File: config.mk
export PLATFORM = sky130hd
export DESIGN_NAME = hdlc_txq_ctrl
export DESIGN_NICKNAME = d
export VERILOG_FILES = /design/src/rtl/hdlc_txq_pkg.sv /design/src/rtl/hdlc_txq_fifo.sv /design/src/rtl/hdlc_txq_fsm.sv /design/src/rtl/hdlc_txq_status.sv /design/src/rtl/hdlc_txq_ctrl.sv
export SDC_FILE = /design/constraint.sdc
export NUM_CORES = 1
export LEC_CHECK = 0
export BUFFER_PORTS_ARGS = -buffer_cell sky130_fd_sc_hd__buf_4
export CAP_MARGIN = 10
export CELL_PAD_IN_SITES_DETAIL_PLACEMENT = 1
export CELL_PAD_IN_SITES_GLOBAL_PLACEMENT = 1
export CORE_MARGIN = 10
export CORE_UTILIZATION = 50
export DETAILED_ROUTE_END_ITERATION = 10
export GPL_TIMING_DRIVEN = 0
export HOLD_SLACK_MARGIN = 0.08
export PLACE_DENSITY_LB_ADDON = 0.25
export SLEW_MARGIN = 40
export SYNTH_ARGS = -nofsm -noshare
export SYNTH_HDL_FRONTEND = slang
export SYNTH_SLANG_ARGS = --single-unit
File: constraint.sdc
create_clock -name clk -period 2.5 [get_ports clk]
set_clock_uncertainty 0.2 [all_clocks]
set_input_delay 0.125 -clock clk [delete_from_list [all_inputs] [get_ports clk]]
set_output_delay 0.125 -clock clk [all_outputs]
set_load 0.01 [all_outputs]
File: src/rtl/hdlc_txq_pkg.sv
package hdlc_txq_pkg;
  localparam int BYTE_W = 8;
  localparam logic [BYTE_W-1:0] FLAG_BYTE = 8'h7E;
  localparam logic [BYTE_W-1:0] ONES_BYTE = 8'hFF;

  typedef enum logic [1:0] {
    CMD_IDLE  = 2'd0,
    CMD_DATA  = 2'd1,
    CMD_LAST  = 2'd2,
    CMD_ABORT = 2'd3
  } tx_cmd_e;

  typedef enum logic [2:0] {
    ST_IDLE,
    ST_FRAME,
    ST_APEND,
    ST_FORCED,
    ST_ERROR
  } txq_state_e;

  typedef struct packed {
    logic              fin;
    logic              abt;
    logic [BYTE_W-1:0] data;
  } txq_entry_t;
endpackage

File: src/rtl/hdlc_txq_fifo.sv
// Byte queue with per-entry tags; tags may be added to the newest entry.
// DEPTH must be a power of two.
module hdlc_txq_fifo
  import hdlc_txq_pkg::*;
#(
  parameter int DEPTH = 8
) (
  input  logic       clk,
  input  logic       rst_n,
  input  logic       clr,
  input  logic       push,
  input  txq_entry_t push_entry,
  input  logic       tag_wr,
  input  logic       tag_fin,
  input  logic       tag_abt,
  input  logic       pop,
  output txq_entry_t head,
  output logic       empty
);
  localparam int AW = $clog2(DEPTH);
  localparam int CW = AW + 1;
  localparam logic [CW-1:0] FULL_CNT = CW'(DEPTH);

  txq_entry_t    mem [DEPTH];
  logic [AW-1:0] wptr, rptr, tail;
  logic [CW-1:0] cnt;
  logic          full, do_push, do_pop, do_tag;

  assign full    = (cnt == FULL_CNT);
  assign empty   = (cnt == '0);
  assign do_push = push & ~full;
  assign do_pop  = pop & ~empty;
  assign tail    = wptr - AW'(1);
  assign do_tag  = tag_wr & ~push & ~empty & ~mem[tail].fin;
  assign head    = mem[rptr];

  always_ff @(posedge clk or negedge rst_n) begin
    if (!rst_n) begin
      wptr <= '0;
      rptr <= '0;
      cnt  <= '0;
    end else if (clr) begin
      wptr <= '0;
      rptr <= '0;
      cnt  <= '0;
    end else begin
      if (do_push) wptr <= wptr + AW'(1);
      if (do_pop)  rptr <= rptr + AW'(1);
      if (do_push && !do_pop)      cnt <= cnt + CW'(1);
      else if (!do_push && do_pop) cnt <= cnt - CW'(1);
    end
  end

  always_ff @(posedge clk) begin
    if (do_push) begin
      mem[wptr] <= push_entry;
    end else if (do_tag) begin
      mem[tail].fin <= mem[tail].fin | tag_fin;
      mem[tail].abt <= mem[tail].abt | tag_abt;
    end
  end
endmodule

File: src/rtl/hdlc_txq_fsm.sv
// Frame control: answers serializer requests, detects underrun and abort.
module hdlc_txq_fsm
  import hdlc_txq_pkg::*;
(
  input  logic              clk,
  input  logic              rst_n,
  input  logic              clr,
  input  logic              tx_req,
  input  txq_entry_t        head,
  input  logic              empty,
  input  logic              sts_rd,
  input  logic              illegal,
  input  logic              idle_flags,
  output tx_cmd_e           cmd,
  output logic [BYTE_W-1:0] dat,
  output logic              pop,
  output logic              ev_done,
  output logic              ev_unde
);
  txq_state_e        st, nxt;
  logic [BYTE_W-1:0] idle_byte;

  assign idle_byte = idle_flags ? FLAG_BYTE : ONES_BYTE;

  always_comb begin
    nxt     = st;
    cmd     = CMD_IDLE;
    dat     = idle_byte;
    pop     = 1'b0;
    ev_done = 1'b0;
    ev_unde = 1'b0;
    unique case (st)
      ST_IDLE: begin
        if (!empty) begin
          dat = head.data;
          cmd = head.fin ? CMD_LAST : CMD_DATA;
          if (tx_req) begin
            pop     = 1'b1;
            ev_done = head.fin;
            nxt     = head.fin ? ST_IDLE : ST_FRAME;
          end
        end
      end
      ST_FRAME: begin
        if (!empty) begin
          dat = head.data;
          if (head.fin) begin
            cmd = CMD_LAST;
            if (tx_req) begin
              pop     = 1'b1;
              ev_done = 1'b1;
              nxt     = ST_IDLE;
            end
          end else begin
            cmd = CMD_DATA;
            if (tx_req) begin
              pop = 1'b1;
              if (head.abt) nxt = ST_APEND;
            end
          end
        end else begin
          cmd = CMD_ABORT;
          dat = '0;
          if (tx_req) begin
            ev_done = 1'b1;
            ev_unde = 1'b1;
            nxt     = ST_FORCED;
          end
        end
      end
      ST_APEND: begin
        cmd = CMD_ABORT;
        dat = '0;
        if (tx_req) begin
          ev_done = 1'b1;
          nxt     = ST_IDLE;
        end
      end
      ST_FORCED: begin
        if (sts_rd) nxt = ST_IDLE;
      end
      default: begin
      end
    endcase
    if (illegal) nxt = ST_ERROR;
  end

  always_ff @(posedge clk or negedge rst_n) begin
    if (!rst_n)   st <= ST_IDLE;
    else if (clr) st <= ST_IDLE;
    else          st <= nxt;
  end
endmodule

File: src/rtl/hdlc_txq_status.sv
// Clear-on-read status word and interrupt line; a set beats a clear in the same cycle.
module hdlc_txq_status (
  input  logic       clk,
  input  logic       rst_n,
  input  logic       clr,
  input  logic       ev_done,
  input  logic       ev_unde,
  input  logic       ev_err,
  input  logic       rd,
  input  logic       ie,
  output logic [2:0] sts,
  output logic       irq
);
  logic done_q, unde_q, err_q, irq_q;
  logic done_n, unde_n, err_n, irq_n;

  always_comb begin
    done_n = ev_done | (done_q & ~rd);
    unde_n = ev_unde | (unde_q & ~rd);
    err_n  = ev_err  | err_q;
    irq_n  = (ev_done & ie) | (irq_q & ~rd);
  end

  always_ff @(posedge clk or negedge rst_n) begin
    if (!rst_n) begin
      done_q <= 1'b0;
      unde_q <= 1'b0;
      err_q  <= 1'b0;
      irq_q  <= 1'b0;
    end else if (clr) begin
      done_q <= 1'b0;
      unde_q <= 1'b0;
      err_q  <= 1'b0;
      irq_q  <= 1'b0;
    end else begin
      done_q <= done_n;
      unde_q <= unde_n;
      err_q  <= err_n;
      irq_q  <= irq_n;
    end
  end

  assign sts = {err_q, unde_q, done_q};
  assign irq = irq_q;
endmodule

File: src/rtl/hdlc_txq_ctrl.sv
module hdlc_txq_ctrl
  import hdlc_txq_pkg::*;
#(
  parameter int DEPTH = 8
) (
  input  logic        clk,
  input  logic        rst_n,
  input  logic        txrst,
  input  logic        wr_en,
  input  logic [7:0]  wr_data,
  input  logic        tag_wr,
  input  logic        tag_done,
  input  logic        tag_abort,
  input  logic        idle_flags,
  input  logic        done_ie,
  input  logic        sts_rd,
  input  logic        tx_req,
  output logic [1:0]  tx_cmd,
  output logic [7:0]  tx_data,
  output logic [2:0]  sts,
  output logic        irq
);
  logic [1:0] rst_sync;
  logic       rst_int_n;
  txq_entry_t push_entry, head;
  logic       empty, pop, ev_done, ev_unde, illegal;
  tx_cmd_e    cmd;

  always_ff @(posedge clk or negedge rst_n) begin
    if (!rst_n) rst_sync <= 2'b00;
    else        rst_sync <= {rst_sync[0], 1'b1};
  end
  assign rst_int_n = rst_sync[1];

  assign illegal    = tag_wr & tag_done & tag_abort;
  assign push_entry = '{fin: tag_wr & tag_done, abt: tag_wr & tag_abort, data: wr_data};

  hdlc_txq_fifo #(.DEPTH(DEPTH)) u_fifo (
    .clk        (clk),
    .rst_n      (rst_int_n),
    .clr        (txrst),
    .push       (wr_en),
    .push_entry (push_entry),
    .tag_wr     (tag_wr),
    .tag_fin    (tag_done),
    .tag_abt    (tag_abort),
    .pop        (pop),
    .head       (head),
    .empty      (empty)
  );

  hdlc_txq_fsm u_fsm (
    .clk        (clk),
    .rst_n      (rst_int_n),
    .clr        (txrst),
    .tx_req     (tx_req),
    .head       (head),
    .empty      (empty),
    .sts_rd     (sts_rd),
    .illegal    (illegal),
    .idle_flags (idle_flags),
    .cmd        (cmd),
    .dat        (tx_data),
    .pop        (pop),
    .ev_done    (ev_done),
    .ev_unde    (ev_unde)
  );

  hdlc_txq_status u_sts (
    .clk     (clk),
    .rst_n   (rst_int_n),
    .clr     (txrst),
    .ev_done (ev_done),
    .ev_unde (ev_unde),
    .ev_err  (illegal),
    .rd      (sts_rd),
    .ie      (done_ie),
    .sts     (sts),
    .irq     (irq)
  );

  assign tx_cmd = cmd;
endmodule

==> metrics.md <==
| Metric | Value |
|---|---|
| Final Power | between 6 and 7 mW |
| Multi-input logic area | approximately 2000 um2 |
| Vias in the first global route | 3541 |
| Yosys top cell area share | around half |
| # DRC | 0 |
| Placer Congestion | 0.7873 |
| WHS | ~0.12 ns |
| Clock Sinks | approximately 100 |
| Mapped Nets | 342 |
| I/O Pins | 33 |
| Crit path cell chain | or4_4 > and3_4 > nand2b_4 > ha_4 > a21o_1 > a21oi_2 > and3_4 > nor3_2 > nor3b_2 |
| Root Buffer | clkbuf_8 |
| Seq/Total Area, Yosys | between 60 and 70% |
| Worst slew pin tran | 0.8856 ns |
| Remaining Overflow, GRT | 0 |
| DRT antenna net count | 0 |
| Count of final setup violators | roughly 160 |
| DRT Wirelength | 15.96 mm |
| Failing checks | setup timing |
| Worst hold-check path type | reg -> async |
| Critical Path AT | between 2 and 3 ns |
| Syn avg cell area | around 15 um2 |
| Period Utilization, post-route | 114.5% |
| RSZ-0062 raised after global routing | true |
| DIE WIDTH | between 100 and 150 um |
| Worst VDD drop | around 570 uV |
| Max FO, Critical Path | 4 |
| Max Slew Vio Count | 0 |
| Hold Fails Final Rpt | 0 |
| Largest net degree at the start of global routing | 20 |
| Initial core utilization | 50.74% |
| Crit path time final | around 2.9 ns |
| Predominant post-synthesis flop cell | edfxtp_1 |
| Drt first pass iters | 5 |
| Max-cap violations | 0 |
| Ant. Diodes | 0 |
| Outcome | complete, but fails checks |
| Yosys Warn Count | 0 |
| Most frequent cells in the layout | edfxtp_1 (80), buf_4 (76), mux4_2 (23) |
| DP Worst Slack | -0.4584 ns |
| Power Density | roughly 1000 nW/um2 |
| Share of cells above drive strength 1 | about half |
| Core Area | between 9000 and 10000 um2 |
| CTS tree | done |
| Post-DP HPWL | 8.056 mm |
| Via count | ~3400 |
| Vias per inst | 6.244 |
| Slew margin rel. | between 40% and 50% |
| Ys async rst share | a little under a fifth |
| Die height | 116.1 um |
| DRT iter0 DRCs | 341 |
| Port Buf Inserts | 31 |
| Post-Syn Area | 4622 um2 |
| Clock input transition at the sequential cells of the worst setup and hold paths | between 0.1 and 0.15 ns |
| Total GRT Usage | roughly a fifth |
| Post-synth top area cell | edfxtp_1 |
| CP max stage cell | or4_4 |
| Setup slack after layout | -0.3630 ns |
| Number of cell rows | 35 |
| Count of cell types in the netlist | 47 |
| WP data required | between 2 and 3 ns |
| Number of buffers created by CTS | 9 |
| Die area | roughly 13000 um2 |
| Initial antenna violation count | 0 |
| FILL cells | roughly 800 |
| WL/cell | between 20 and 30 um |
| Static Leak | between 2 and 2.5 nW |
| Most common cell after layout, fill and taps aside | edfxtp_1 |
| H-tree Lvls | 3 |
| Dpl cells | between 400 and 500 |
| Post-synth EDFFs | 80 |
| CP dominant cell by count | and3_4 |
| #FFs+latches synth | 99 |
| CP Launch Type | register |
| Post-Syn Instances | between 300 and 400 |
| Critical path's largest stage delay | 0.55 ns |
| Synth area leaders | edfxtp_1 (52%), mux4_2 (11%), dfrtp_1 (10%) |
| First-pass GRT wire length | ~21 mm |
| CP Class | reg -> reg |
| Fin nets | around 460 |
| Crit. End Element | register |
| Layout area overhead | 39.33% |
| Layout Cells excl Fill | 550 |
| Sequential cell area | around 2900 um2 |
| Clk buf depth | 2 |
| Fmax | around 0.35 GHz |
| Clk_lat worst skew | roughly 0.4 ns |
flip-flops by register name (all words and copies together) (netlist names):
register,flops
u_sts.err_q,1
u_sts.unde_q,1
u_sts.done_q,1
u_sts.irq,1
u_fifo.wptr,3
rst_sync,2
u_fifo.rptr,3
u_fifo.mem,80
u_fsm.st,3
u_fifo.cnt,4
path summary, 6_finish.rpt:
kind	to	from	slack, ns	cells past startpoint
setup / recovery	u_fifo.cnt[3]$_DFFE_PN0P_	u_fifo.cnt[1]$_DFFE_PN0P_	-0.36	9
hold / removal	u_fifo.wptr[1]$_DFFE_PN0P_	rst_sync[1]$_DFF_PN0_	0.12	0
setup reg to reg	u_fifo.cnt[3]$_DFFE_PN0P_	u_fifo.cnt[1]$_DFFE_PN0P_	-0.36	9
hold reg to reg	u_fifo.wptr[1]$_DFFE_PN0P_	rst_sync[1]$_DFF_PN0_	0.12	0
max in group asynchronous	u_fifo.cnt[1]$_DFFE_PN0P_	rst_sync[1]$_DFF_PN0_	1.44	0
min in group clk	rst_sync[1]$_DFF_PN0_	rst_sync[0]$_DFF_PN0_	0.21	0
worst max-delay path, delay by kind of cell (launching register included):
| kind | cells | cell delay (ns) |
|---|---|---|
| AOI/OAI and AO/OA | 2 | 0.41 |
| adders and majority gates | 1 | 0.22 |
| and+or+nand+nor | 6 | 1.48 |
| DFF | 1 | 0.46 |
kinds of logic (layout without fill, tap and decap cells):
| logic type | count (synthesis) | count (layout) | synth area share, % |
|---|---|---|---|
| AO/OA/AOI/OAI | 54 | 54 | 8.230 |
| buffers and inverters | 31 | 153 | 3.222 |
| multiplexers | 34 | 34 | 13.94 |
| adder cells (fa/ha/maj) | 6 | 6 | 1.787 |
| other | 1 | 1 | 0.08113 |
| XOR/XNOR | 7 | 7 | 1.489 |
| AND/OR/NAND/NOR | 85 | 85 | 8.988 |
| flip-flops | 99 | 99 | 62.26 |
per-stage QoR:
stage | TNS [ns] | area, um2 | util (%)
after floorplan | -0.5561 | 4872 | -
after global placement | -43.39 | 5244 | 57.57
after detailed placement | -38.01 | 5250 | 57.64
after CTS | -13.63 | 6153 | 67.55
after global routing | -38.53 | 6440 | 70.70
final | -26.26 | 6440 | 70.70
report_power, final:
group          switching (mW)  leakage [nW]  internal, mW
clock network           0.673         0.101         0.392
registers               0.124         0.976          1.98
logic                    1.72          1.31          1.73
timing repair:
action,CTS,global route
hold buffers,21,0
endpoints found under the setup margin,165,165
setup buffers,29,30
cloned,3,0
pin swaps,20,37
endpoints found under the hold margin,85,0
resized for setup,60,34
cell type report:
class / count / area share, %
clock inverter: 7 / 1.088
buffer: 17 / 2.331
multi-input combinational: 187 / 31.24
clock buffer: 9 / 1.923
timing repair buffer: 110 / 15.82
inverter: 10 / 0.6606
tap: 111 / 2.157
sequential: 99 / 44.78
per-layer routing:
metal  global-route usage [%]  wire, um  up-vias
li1                         -         -     1440
met5                        0         0        -
met3                    3.903       920       24
met2                    36.03      8202      152
met4                    5.755       335        0
met1                    27.36      6503     1818
cells in the mapped netlist (2+ instances only):
master,n
nor2b_1,7
mux4_2,23
nand2b_1,2
nand2_1,15
dfrtp_1,19
a21oi_1,8
nor2_1,36
edfxtp_1,80
xor2_1,2
clkbuf_1,8
inv_1,10
nor3b_1,2
and3_1,3
o22ai_1,3
nor3_1,2
o21ai_0,11
a211oi_1,9
a31oi_1,5
xnor2_1,4
and2_1,11
o2111a_1,4
buf_4,5
a21o_1,2
buf_2,5
ha_1,5
nand4_1,2
o21a_1,4
mux2i_1,9
o31a_1,2
buf_1,2
No activity file was read; power rests on OpenSTA's default activity.
